File: config.mk
export PLATFORM = sky130hd
export DESIGN_NAME = tmr16_top
export DESIGN_NICKNAME = d
export VERILOG_FILES = /design/src/rtl/tmr16_pkg.sv /design/src/rtl/tmr16_edge_sync.sv /design/src/rtl/tmr16_cap_front.sv /design/src/rtl/tmr16_cmp_chan.sv /design/src/rtl/tmr16_top.sv
export SDC_FILE = /design/constraint.sdc
export NUM_CORES = 1
export LEC_CHECK = 0
export ABC_AREA = 1
export BUFFER_PORTS_ARGS = -buffer_cell sky130_fd_sc_hd__buf_2
export CAP_MARGIN = 20
export CORE_MARGIN = 5
export CORE_UTILIZATION = 55
export DETAILED_ROUTE_END_ITERATION = 7
export HOLD_SLACK_MARGIN = 0.05
export PLACE_DENSITY_LB_ADDON = 0.08
export SYNTH_ARGS = -nofsm -noshare
export SYNTH_HDL_FRONTEND = slang
export SYNTH_SLANG_ARGS = --single-unit
File: constraint.sdc
create_clock -name clk -period 5.4 [get_ports clk]
set_input_delay 0 -clock clk [delete_from_list [all_inputs] [get_ports clk]]
set_output_delay 0 -clock clk [all_outputs]
set_load 0.01 [all_outputs]
File: src/rtl/tmr16_pkg.sv
package tmr16_pkg;

    localparam int CNT_W  = 16;
    localparam int NFLAG  = 4;
    localparam int NCH    = 2;
    localparam int CTRL_W = 8;

    localparam logic [2:0] ADDR_CTRL = 3'd0;
    localparam logic [2:0] ADDR_CNT  = 3'd1;
    localparam logic [2:0] ADDR_CMPA = 3'd2;
    localparam logic [2:0] ADDR_CMPB = 3'd3;
    localparam logic [2:0] ADDR_CAP  = 3'd4;
    localparam logic [2:0] ADDR_FLAG = 3'd5;

    localparam int F_OVF  = 0;
    localparam int F_CMPA = 1;
    localparam int F_CAP  = 3;

    localparam logic [CNT_W-1:0] MAX_CNT = {CNT_W{1'b1}};
    localparam logic [CNT_W-1:0] ONE     = CNT_W'(1);

    typedef enum logic [2:0] {
        M_NORMAL = 3'd0,
        M_CTC    = 3'd1,
        M_PC8    = 3'd2,
        M_PC9    = 3'd3,
        M_PC10   = 3'd4,
        M_PC16   = 3'd5,
        M_PC_OCA = 3'd6,
        M_PC_CAP = 3'd7
    } mode_e;

    typedef struct packed {
        logic  filt_en;
        logic  cap_rise;
        logic  cap_src;
        logic  ext_rise;
        logic  ext_clk;
        mode_e mode;
    } ctrl_t;

    typedef struct packed {
        ctrl_t            ctrl;
        logic [CNT_W-1:0] cnt;
        logic             dir_dn;
        logic [CNT_W-1:0] cap;
        logic [NFLAG-1:0] flags;
    } core_st_t;

endpackage

File: src/rtl/tmr16_edge_sync.sv
module tmr16_edge_sync #(
    parameter int STAGES = 2
) (
    input  logic clk,
    input  logic rst_n,
    input  logic pin,
    input  logic rise_sel,
    output logic pulse
);
    logic [STAGES:0] sh_d, sh_q;

    always_comb begin
        sh_d = {sh_q[STAGES-1:0], pin};
    end

    always_ff @(posedge clk or negedge rst_n) begin
        if (!rst_n) sh_q <= '0;
        else        sh_q <= sh_d;
    end

    // newest synchronized sample against the one before it
    assign pulse = rise_sel ? (sh_q[STAGES-1] & ~sh_q[STAGES])
                            : (~sh_q[STAGES-1] & sh_q[STAGES]);
endmodule

File: src/rtl/tmr16_cap_front.sv
module tmr16_cap_front #(
    parameter int STAGES   = 2,
    parameter int FILT_LEN = 4
) (
    input  logic clk,
    input  logic rst_n,
    input  logic pin_in,
    input  logic cmp_in,
    input  logic src_sel,
    input  logic rise_sel,
    input  logic filt_en,
    output logic evt
);
    typedef struct packed {
        logic [STAGES-1:0]   sync;
        logic [FILT_LEN-1:0] hist;
        logic                lvl;
        logic                evt;
    } cf_st_t;

    cf_st_t st_d, st_q;
    logic   raw, smp;

    assign raw = src_sel ? cmp_in : pin_in;
    assign smp = st_q.sync[STAGES-1];

    always_comb begin
        st_d      = st_q;
        st_d.sync = {st_q.sync[STAGES-2:0], raw};
        st_d.hist = {st_q.hist[FILT_LEN-2:0], smp};
        if (!filt_en)              st_d.lvl = smp;
        else if (&st_d.hist)       st_d.lvl = 1'b1;
        else if (~|st_d.hist)      st_d.lvl = 1'b0;
        st_d.evt = rise_sel ? (st_d.lvl & ~st_q.lvl) : (~st_d.lvl & st_q.lvl);
    end

    always_ff @(posedge clk or negedge rst_n) begin
        if (!rst_n) st_q <= '0;
        else        st_q <= st_d;
    end

    assign evt = st_q.evt;
endmodule

File: src/rtl/tmr16_cmp_chan.sv
module tmr16_cmp_chan #(
    parameter int W = 16
) (
    input  logic         clk,
    input  logic         rst_n,
    input  logic         wr_en,
    input  logic [W-1:0] wr_data,
    input  logic         pwm_mode,
    input  logic         load,
    input  logic         step,
    input  logic         dir_dn,
    input  logic [W-1:0] cnt,
    output logic [W-1:0] act,
    output logic [W-1:0] pend,
    output logic         hit,
    output logic         wave
);
    typedef struct packed {
        logic [W-1:0] act;
        logic [W-1:0] pend;
        logic         wave;
    } ch_st_t;

    ch_st_t st_d, st_q;

    assign hit = step && (cnt == st_q.act);

    always_comb begin
        st_d = st_q;
        if (wr_en) begin
            st_d.pend = wr_data;
            if (!pwm_mode) st_d.act = wr_data;
        end
        if (pwm_mode && load) st_d.act = st_d.pend;
        if (hit) st_d.wave = pwm_mode ? dir_dn : ~st_q.wave;
    end

    always_ff @(posedge clk or negedge rst_n) begin
        if (!rst_n) st_q <= '0;
        else        st_q <= st_d;
    end

    assign act  = st_q.act;
    assign pend = st_q.pend;
    assign wave = st_q.wave;
endmodule

File: src/rtl/tmr16_top.sv
module tmr16_top
    import tmr16_pkg::*;
#(
    parameter int SYNC_STAGES = 2,
    parameter int FILT_LEN    = 4
) (
    input  logic             clk,
    input  logic             rst_n,
    input  logic             bus_we,
    input  logic [2:0]       bus_addr,
    input  logic [CNT_W-1:0] bus_wdata,
    output logic [CNT_W-1:0] bus_rdata,
    input  logic             tick_en,
    input  logic             cnt_pin,
    input  logic             cap_pin,
    input  logic             cmp_in,
    output logic             wave_a,
    output logic             wave_b,
    output logic [NFLAG-1:0] irq_flags
);
    core_st_t         st_d, st_q;
    logic             ext_pulse, cap_evt, step, pwm, load, at_top;
    logic [CNT_W-1:0] top_val;
    logic [CNT_W-1:0] ocr_act  [NCH];
    logic [CNT_W-1:0] ocr_pend [NCH];
    logic [NCH-1:0]   hit, wave, ch_wr;

    tmr16_edge_sync #(.STAGES(SYNC_STAGES)) u_ext (
        .clk      (clk),
        .rst_n    (rst_n),
        .pin      (cnt_pin),
        .rise_sel (st_q.ctrl.ext_rise),
        .pulse    (ext_pulse)
    );

    tmr16_cap_front #(.STAGES(SYNC_STAGES), .FILT_LEN(FILT_LEN)) u_capf (
        .clk      (clk),
        .rst_n    (rst_n),
        .pin_in   (cap_pin),
        .cmp_in   (cmp_in),
        .src_sel  (st_q.ctrl.cap_src),
        .rise_sel (st_q.ctrl.cap_rise),
        .filt_en  (st_q.ctrl.filt_en),
        .evt      (cap_evt)
    );

    assign step   = st_q.ctrl.ext_clk ? ext_pulse : tick_en;
    assign pwm    = (st_q.ctrl.mode >= M_PC8);
    assign at_top = (st_q.cnt == top_val);
    assign load   = step && pwm && !st_q.dir_dn && at_top;

    always_comb begin
        case (st_q.ctrl.mode)
            M_PC8:    top_val = 16'h00FF;
            M_PC9:    top_val = 16'h01FF;
            M_PC10:   top_val = 16'h03FF;
            M_PC_OCA: top_val = ocr_act[0];
            M_PC_CAP: top_val = st_q.cap;
            default:  top_val = MAX_CNT;
        endcase
    end

    for (genvar i = 0; i < NCH; i++) begin : g_ch
        assign ch_wr[i] = bus_we && (bus_addr == (ADDR_CMPA + 3'(i)));
        tmr16_cmp_chan #(.W(CNT_W)) u_ch (
            .clk      (clk),
            .rst_n    (rst_n),
            .wr_en    (ch_wr[i]),
            .wr_data  (bus_wdata),
            .pwm_mode (pwm),
            .load     (load),
            .step     (step),
            .dir_dn   (st_q.dir_dn),
            .cnt      (st_q.cnt),
            .act      (ocr_act[i]),
            .pend     (ocr_pend[i]),
            .hit      (hit[i]),
            .wave     (wave[i])
        );
    end

    always_comb begin
        st_d = st_q;
        // software clear first so that hardware sets below win
        if (bus_we && bus_addr == ADDR_FLAG)
            st_d.flags = st_q.flags & ~bus_wdata[NFLAG-1:0];

        if (step) begin
            if (!pwm) begin
                if (st_q.ctrl.mode == M_CTC && st_q.cnt == ocr_act[0])
                    st_d.cnt = '0;
                else
                    st_d.cnt = st_q.cnt + ONE;
                if (st_q.cnt == MAX_CNT) st_d.flags[F_OVF] = 1'b1;
            end else if (!st_q.dir_dn) begin
                if (at_top) begin
                    st_d.dir_dn = 1'b1;
                    st_d.cnt    = st_q.cnt - ONE;
                end else begin
                    st_d.cnt    = st_q.cnt + ONE;
                end
            end else begin
                if (st_q.cnt == '0) begin
                    st_d.dir_dn      = 1'b0;
                    st_d.cnt         = ONE;
                    st_d.flags[F_OVF] = 1'b1;
                end else begin
                    st_d.cnt = st_q.cnt - ONE;
                end
            end
        end

        for (int i = 0; i < NCH; i++)
            if (hit[i]) st_d.flags[F_CMPA+i] = 1'b1;

        if (cap_evt && st_q.ctrl.mode != M_PC_CAP) begin
            st_d.cap          = st_q.cnt;
            st_d.flags[F_CAP] = 1'b1;
        end

        if (bus_we) begin
            case (bus_addr)
                ADDR_CTRL: begin
                    st_d.ctrl   = ctrl_t'(bus_wdata[CTRL_W-1:0]);
                    st_d.dir_dn = 1'b0;
                end
                ADDR_CNT: st_d.cnt = bus_wdata;
                ADDR_CAP: st_d.cap = bus_wdata;
                default: ;
            endcase
        end
    end

    always_ff @(posedge clk or negedge rst_n) begin
        if (!rst_n) st_q <= '0;
        else        st_q <= st_d;
    end

    always_comb begin
        case (bus_addr)
            ADDR_CTRL: bus_rdata = CNT_W'(st_q.ctrl);
            ADDR_CNT:  bus_rdata = st_q.cnt;
            ADDR_CMPA: bus_rdata = ocr_pend[0];
            ADDR_CMPB: bus_rdata = ocr_pend[1];
            ADDR_CAP:  bus_rdata = st_q.cap;
            ADDR_FLAG: bus_rdata = CNT_W'(st_q.flags);
            default:   bus_rdata = '0;
        endcase
    end

    assign wave_a    = wave[0];
    assign wave_b    = wave[1];
    assign irq_flags = st_q.flags;
endmodule

==> Word level (Yosys, flattened, before mapping) <==
Cells that the tools add are included.
{ "word_totals": {"register_bits": 121, "out_inout_bits": 22, "word_cells": 118} }
{ "classes": {"addsub": 2, "n_lt_le_gt_ge": 1, "n_eq_ne": 17, "n_mux": 38, "n_bitwise": 12, "n_reduce_logical": 24} }
{ "op_table": {"columns": ["cell", "n"], "rows": [
  ["$mux W16", 9],
  ["$pmux W16 S6", 1],
  ["$pmux W16 S5", 1],
  ["$mux W32", 2],
  ["$mux W17", 3],
  ["$eq A16 B16 Y1", 3],
  ["$mux W33", 1],
  ["$mux W1", 20],
  ["$add A16 B1 Y16 const B", 1],
  ["$eq A16 B16 Y1 const B", 1],
  ["$logic_not A16 Y1", 1],
  ["$sub A16 B1 Y16 const B", 1],
  ["$eq A3 B3 Y1 const B", 5],
  ["$eq A3 B2 Y1 const B", 4],
  ["$logic_and A1 B1 Y1", 11],
  ["$reduce_bool A2 Y1", 5],
  ["$eq A3 B1 Y1 const B", 2],
  ["$not A1 Y1", 6],
  ["$reduce_and A2 Y1", 3],
  ["$and A1 B1 Y1", 4],
  ["$and A4 B4 Y4", 1],
  ["$mux W4", 1],
  ["$not A4 Y4", 1],
  ["$reduce_and A4 Y1", 1],
  ["other kinds (6)", 6]
]} }

==> Logic depth before layout (Yosys ltp) <==
{ "depth": {"ltp_word": 10, "depth_mapped": 18, "depth_no_buf": 17} }

==> Cells and area by module <==
From an unflattened synthesis, not the netlist that was laid out.
{ "unflattened": {"cells_unflattened": 1268, "area_unflattened_um2": 8444.3} }
{ "modules_own_cells": {"columns": ["module", "instances", "cells_per_inst", "area_per_inst_um2"], "rows": [
  ["tmr16_top", 1, 730, 4550.6],
  ["tmr16_cmp_chan", 2, 252, 1767.9],
  ["tmr16_cap_front", 1, 25, 257.7],
  ["tmr16_edge_sync", 1, 9, 100.1]
]} }

==> Worst setup path after synthesis <==
OpenSTA, ideal clock, no wires.
{ "synth_timing": {"path_type": "register to register", "from": "register st_q[37] (netlist bit)", "to": "register st_q[35] (netlist bit)", "setup_time_ps": 113, "arrival_ps": 1819, "t_required_ps": 5287, "setup_slack_ps": 3468, "path_stages_with_launch": 19, "path_buffers": 2, "synth_period_minus_slack_ps": 1932, "cell_sequence": "dfrtp_1 buf_6 inv_4 nand2_1 nand2_2 buf_6 nand3_1 nand2_1 nand2_1 nor2_1 nand2_1 nor2_4 nand2_2 nand2_4 nand2_2 nand3_1 nand3_1 nand2_1 inv_1"} }
{ "synth_rtl": {"columns": ["item", "line_no", "rtl"], "rows": [
  ["start: declaration", "tmr16_top.sv:21", "core_st_t st_d, st_q;"],
  ["start signal: assignment", "tmr16_top.sv:136", "else st_q <= st_d;"]
]} }

==> Worst setup path after layout <==
{ "layout_timing": {"from": "register st_q[40] (netlist bit)", "to": "register g_ch[1].u_ch.st_q, in the netlist g_ch[1].u_ch.act[7]"} }
{ "layout_via": {"elab_chain_cells": 7, "word_cells_on_any_way": 9, "classes_between": "1 x eq/ne; 2 x mux; 6 x reduce/logical"} }
{ "layout_rtl": {"columns": ["item", "line_no", "rtl"], "rows": [
  ["$mux W1 (*)", "tmr16_top.sv:47", "assign step = st_q.ctrl.ext_clk ? ext_pulse : tick_en;"],
  ["$logic_and A1 B1 Y1 (*) (3 in series)", "tmr16_top.sv:50", "assign load = step && pwm && !st_q.dir_dn && at_top;"],
  ["$logic_and A1 B1 Y1 (*)", "tmr16_cmp_chan.sv:34", "if (pwm_mode && load) st_d.act = st_d.pend;"],
  ["$ne A2 B2 Y1 (no line) / $reduce_bool A2 Y1 (equally long branches)", null, null],
  ["$reduce_and A2 Y1 (no line)", null, null],
  ["end signal: assignment", "tmr16_cmp_chan.sv:40", "else st_q <= st_d;"],
  ["end: declaration", "tmr16_cmp_chan.sv:24", "ch_st_t st_d, st_q;"]
]} }
Every way passes the cells marked *; elsewhere a longest branch is shown, timed or not.
A chain may end at the register's enable or synchronous reset.

==> out/qor.yml <==
post_synth_main_area_contributors: "sky130_fd_sc_hd__dfrtp_1, sky130_fd_sc_hd__nand2_1, sky130_fd_sc_hd__inv_1"
cts.htree.levels: 4
pwr-share-clk: 0.269
crit-reg2reg-capture: "g_ch[1].u_ch.act[7]$_DFFE_PN0P_"
power.sequential.fraction: 0.366
netSwitchingPower_uw: 1840
worst_hold_path.endpoint: "irq_flags[1]$_DFFE_PN0P_"
cts_buffers: 17
worst-slew-pin-transition_ps: 911
drt_iter0_drc: 1116
intPower_uw: 2550
setup_viol_count_final: 0
syn_nets: 1057
post-synth-top-count-cell: "sky130_fd_sc_hd__nand2_1"
pwr-share-comb: 0.365
outcome: "complete, no violations"
routed_via_count: 7421
crit_path_end_kind: "register"
drv_slew: 0
r2r-start: "st_q[40]$_DFFE_PN0P_"
overflow: 0
fraction_of_synthesized_cell_area_taken_by_the_top_area_cell_type: 0.403
timing.critical_path.required_ps: 5720
max-slew-margin-rel: 0.391
cts_sinks: 121
grtUsageTotal: 0.304
route.detailed.vias_per_inst: 5.89
ys_types: 42
dr.pass1.iters: 6
synth_area_sq_um: 7500
grt_setup_unrepaired: "false"
post-route-min-period_ps: 3310
routabilityCongestion: 0.949
die_width_um: 127
floorplan.initialDensity: 0.564
layout-area-overhead-vs-synth_pct: 14.2
post_cts.resized_instances: 0
yosys-top-cells-count: "sky130_fd_sc_hd__nand2_1, sky130_fd_sc_hd__inv_1, sky130_fd_sc_hd__dfrtp_1"
maxCapViolations: 0
cp.arrival_ps: 3630
route.detailed.drc: 0
chipHeight_um: 127
setup.worst_path.start_class: "register"
drive_above_1_share: 0.107
place.detailed.hpwl_um: 17200
portBuffers: 47
power_per_cell_area_nw_per_um2: 512
critical_path_start_end_classification: "reg2reg"
final.fill_count: 1213
num_rows: 42
r2r_setup_slack_ps: 2090
postSynthCellCount: 1028
timing.critical_path.fanout_max: 29
io_pins: 48
fmax_mhz: 302
antenna_violations_before_repair: 0
synth_top_area_cell: "sky130_fd_sc_hd__dfrtp_1"
insertion_delay_ps: 430
clock_slew_at_the_register_clock_pins_of_the_worst_setup_and_hold_paths_ps: 60
tritoncts_clock_tree: "built"
hold-path-cell-count: 6
maximum_number_of_pins_on_one_net_before_global_route_repair: 68
wire_length_of_the_first_global_routing_pass_um: 37700
vdd.ir_drop.worst_mv: 0.378
synth_flop_cell: "sky130_fd_sc_hd__dfrtp_1"
finClkSkew_ps: 7.92
min-delay-path-class: "in2reg"
fin_tns_setup_ps: 0
asyncSetResetFlopFracSynth: 1.00
power.leakage_uw: 0.00413
wl_per_cell_um: 19.0
net_count_of_the_finished_layout: 1101
drt_wl_total_um: 24000
min-delay-start: "bus_addr[2]"
ys.warnings.count: 0
synth-edff-count: 0
ys_seq_elements: 121
postRouteAntennaNets: 0
antenna_cells_inserted: 0
grt_pass1_vias: 6810
netSwitchingFraction: 0.420
max-clock-path-buffers: 2
clock_tree.root_cell: "sky130_fd_sc_hd__clkbuf_16"
dieArea_sq_um: 16100
r2r_cells: 8
placeableCoreArea_sq_um: 13300
final_min_period_over_clock_period: 0.614
synthesis.area_per_instance_sq_um: 7.30
utilization: 0.645
timing.final.hold_violations: 0
ys_seq_area_frac: 0.403
-- cells in the final DEF, fill, tap and decap left out, drive strengths merged, types with 21 or more instances in the layout --
cell         netlist  final
xor2              30     30
o21ai             85     85
buf               28     53
nand3             75     75
a21oi             23     23
o211ai            24     24
inv              130    130
nor2              66     66
dlygate4sd3        0     21
nand4             38     38
dfrtp            121    121
nand2            295    295
clkbuf            21     22
-- per-stage QoR --
stage	setup WS [ps]	hold WS, ps	cell area (sq um)	instances	total power [uW]
2_1_floorplan	3470	-296	7500	1028	2670
3_3_place_gp	2350	87.1	7710	1205	3130
3_5_place_dp	2160	84.1	7710	1205	3150
6_report	2090	150	8570	1260	4390
5_1_grt	1870	222	8570	1260	4660
4_1_cts	2150	147	8520	1257	4340
-- power by group through the flow --
stage                     Combinational (uW)  Sequential, uW  Clock, uW
final                                   1600            1610       1180
after CTS                               1570            1590       1180
after global routing                    1800            1640       1230
after detailed placement                1550            1600          0
after global placement                  1530            1600          0
after floorplan                         1320            1360          0
-- layer usage --
| metal | wire, um | vias up | track usage |
|---|---|---|---|
| met3 | 2390 | 55 | 0.0656 |
| met5 | 0 | - | 0 |
| li1 | - | 3453 | - |
| met1 | 10700 | 3506 | 0.461 |
| met4 | 594 | 0 | 0.101 |
| met2 | 10300 | 407 | 0.431 |
-- flip-flops by register name, indices dropped and copies added, names as in the netlist --
name and count:
u_capf.st_d 4, u_capf.evt 1, u_capf.smp 1, st_q 41
irq_flags 4, g_ch.u_ch.act 32, g_ch.u_ch.pend 32, g_ch.u_ch.wave 2
u_capf.st_q 1, u_ext.sh_q 3
-- worst max-delay path by stage --
stage / start / end / slack [ps] / cells past startpoint
final: st_q[40]$_DFFE_PN0P_ / g_ch[1].u_ch.act[7]$_DFFE_PN0P_ / 2090 / 8
after detailed placement: st_q[40]$_DFFE_PN0P_ / g_ch[1].u_ch.act[7]$_DFFE_PN0P_ / 2160 / 8
after global routing: st_q[40]$_DFFE_PN0P_ / g_ch[1].u_ch.act[1]$_DFFE_PN0P_ / 1870 / 8
after CTS: st_q[40]$_DFFE_PN0P_ / g_ch[1].u_ch.act[7]$_DFFE_PN0P_ / 2150 / 8
after global placement: st_q[40]$_DFFE_PN0P_ / g_ch[1].u_ch.act[9]$_DFFE_PN0P_ / 2350 / 8
after floorplan: st_q[37]$_DFFE_PN0P_ / st_q[35]$_DFF_PN0_ / 3470 / 18
-- timing repair --
| item | 4_1_cts | 5_1_grt |
|---|---|---|
| hold buffers | 21 | 0 |
| endpoints found under the hold margin | 139 | 0 |
| setup buffers | 0 | 0 |
| endpoints found under the setup margin | 0 | 0 |
-- cell families (layout without fill, tap and decap cells) --
logic type / after synthesis / in the layout / synth area share
XOR/XNOR: 36 / 36 / 0.0420
multiplexers: 10 / 10 / 0.0150
adder cells (fa/ha/maj): 3 / 3 / 0.00500
AND/OR/NAND/NOR: 494 / 494 / 0.286
flip-flops: 121 / 121 / 0.403
buffers and inverters: 186 / 242 / 0.106
AO/OA/AOI/OAI: 178 / 178 / 0.142
-- layout make-up --
cell class              instances  area, sq um  area share
inverters                     137          517      0.0603
well taps                     176          220      0.0257
repair buffers                 74          524      0.0612
multi-input cells             721         3690       0.430
clock buffers                  22          444      0.0518
clock inverters                 9          149      0.0174
flip-flops and latches        121         3030       0.353
-- critical path: stages, from the launching register on --
cell and delay [ps]:
sky130_fd_sc_hd__dfrtp_1 430, sky130_fd_sc_hd__o21ai_2 540, sky130_fd_sc_hd__clkinv_1 450, sky130_fd_sc_hd__nor2_2 770
sky130_fd_sc_hd__nand4_4 230, sky130_fd_sc_hd__nand2_2 450, sky130_fd_sc_hd__inv_1 180, sky130_fd_sc_hd__nand2_1 90
sky130_fd_sc_hd__nand2_1 50
Note: power is estimated with default switching activity, not from simulation.
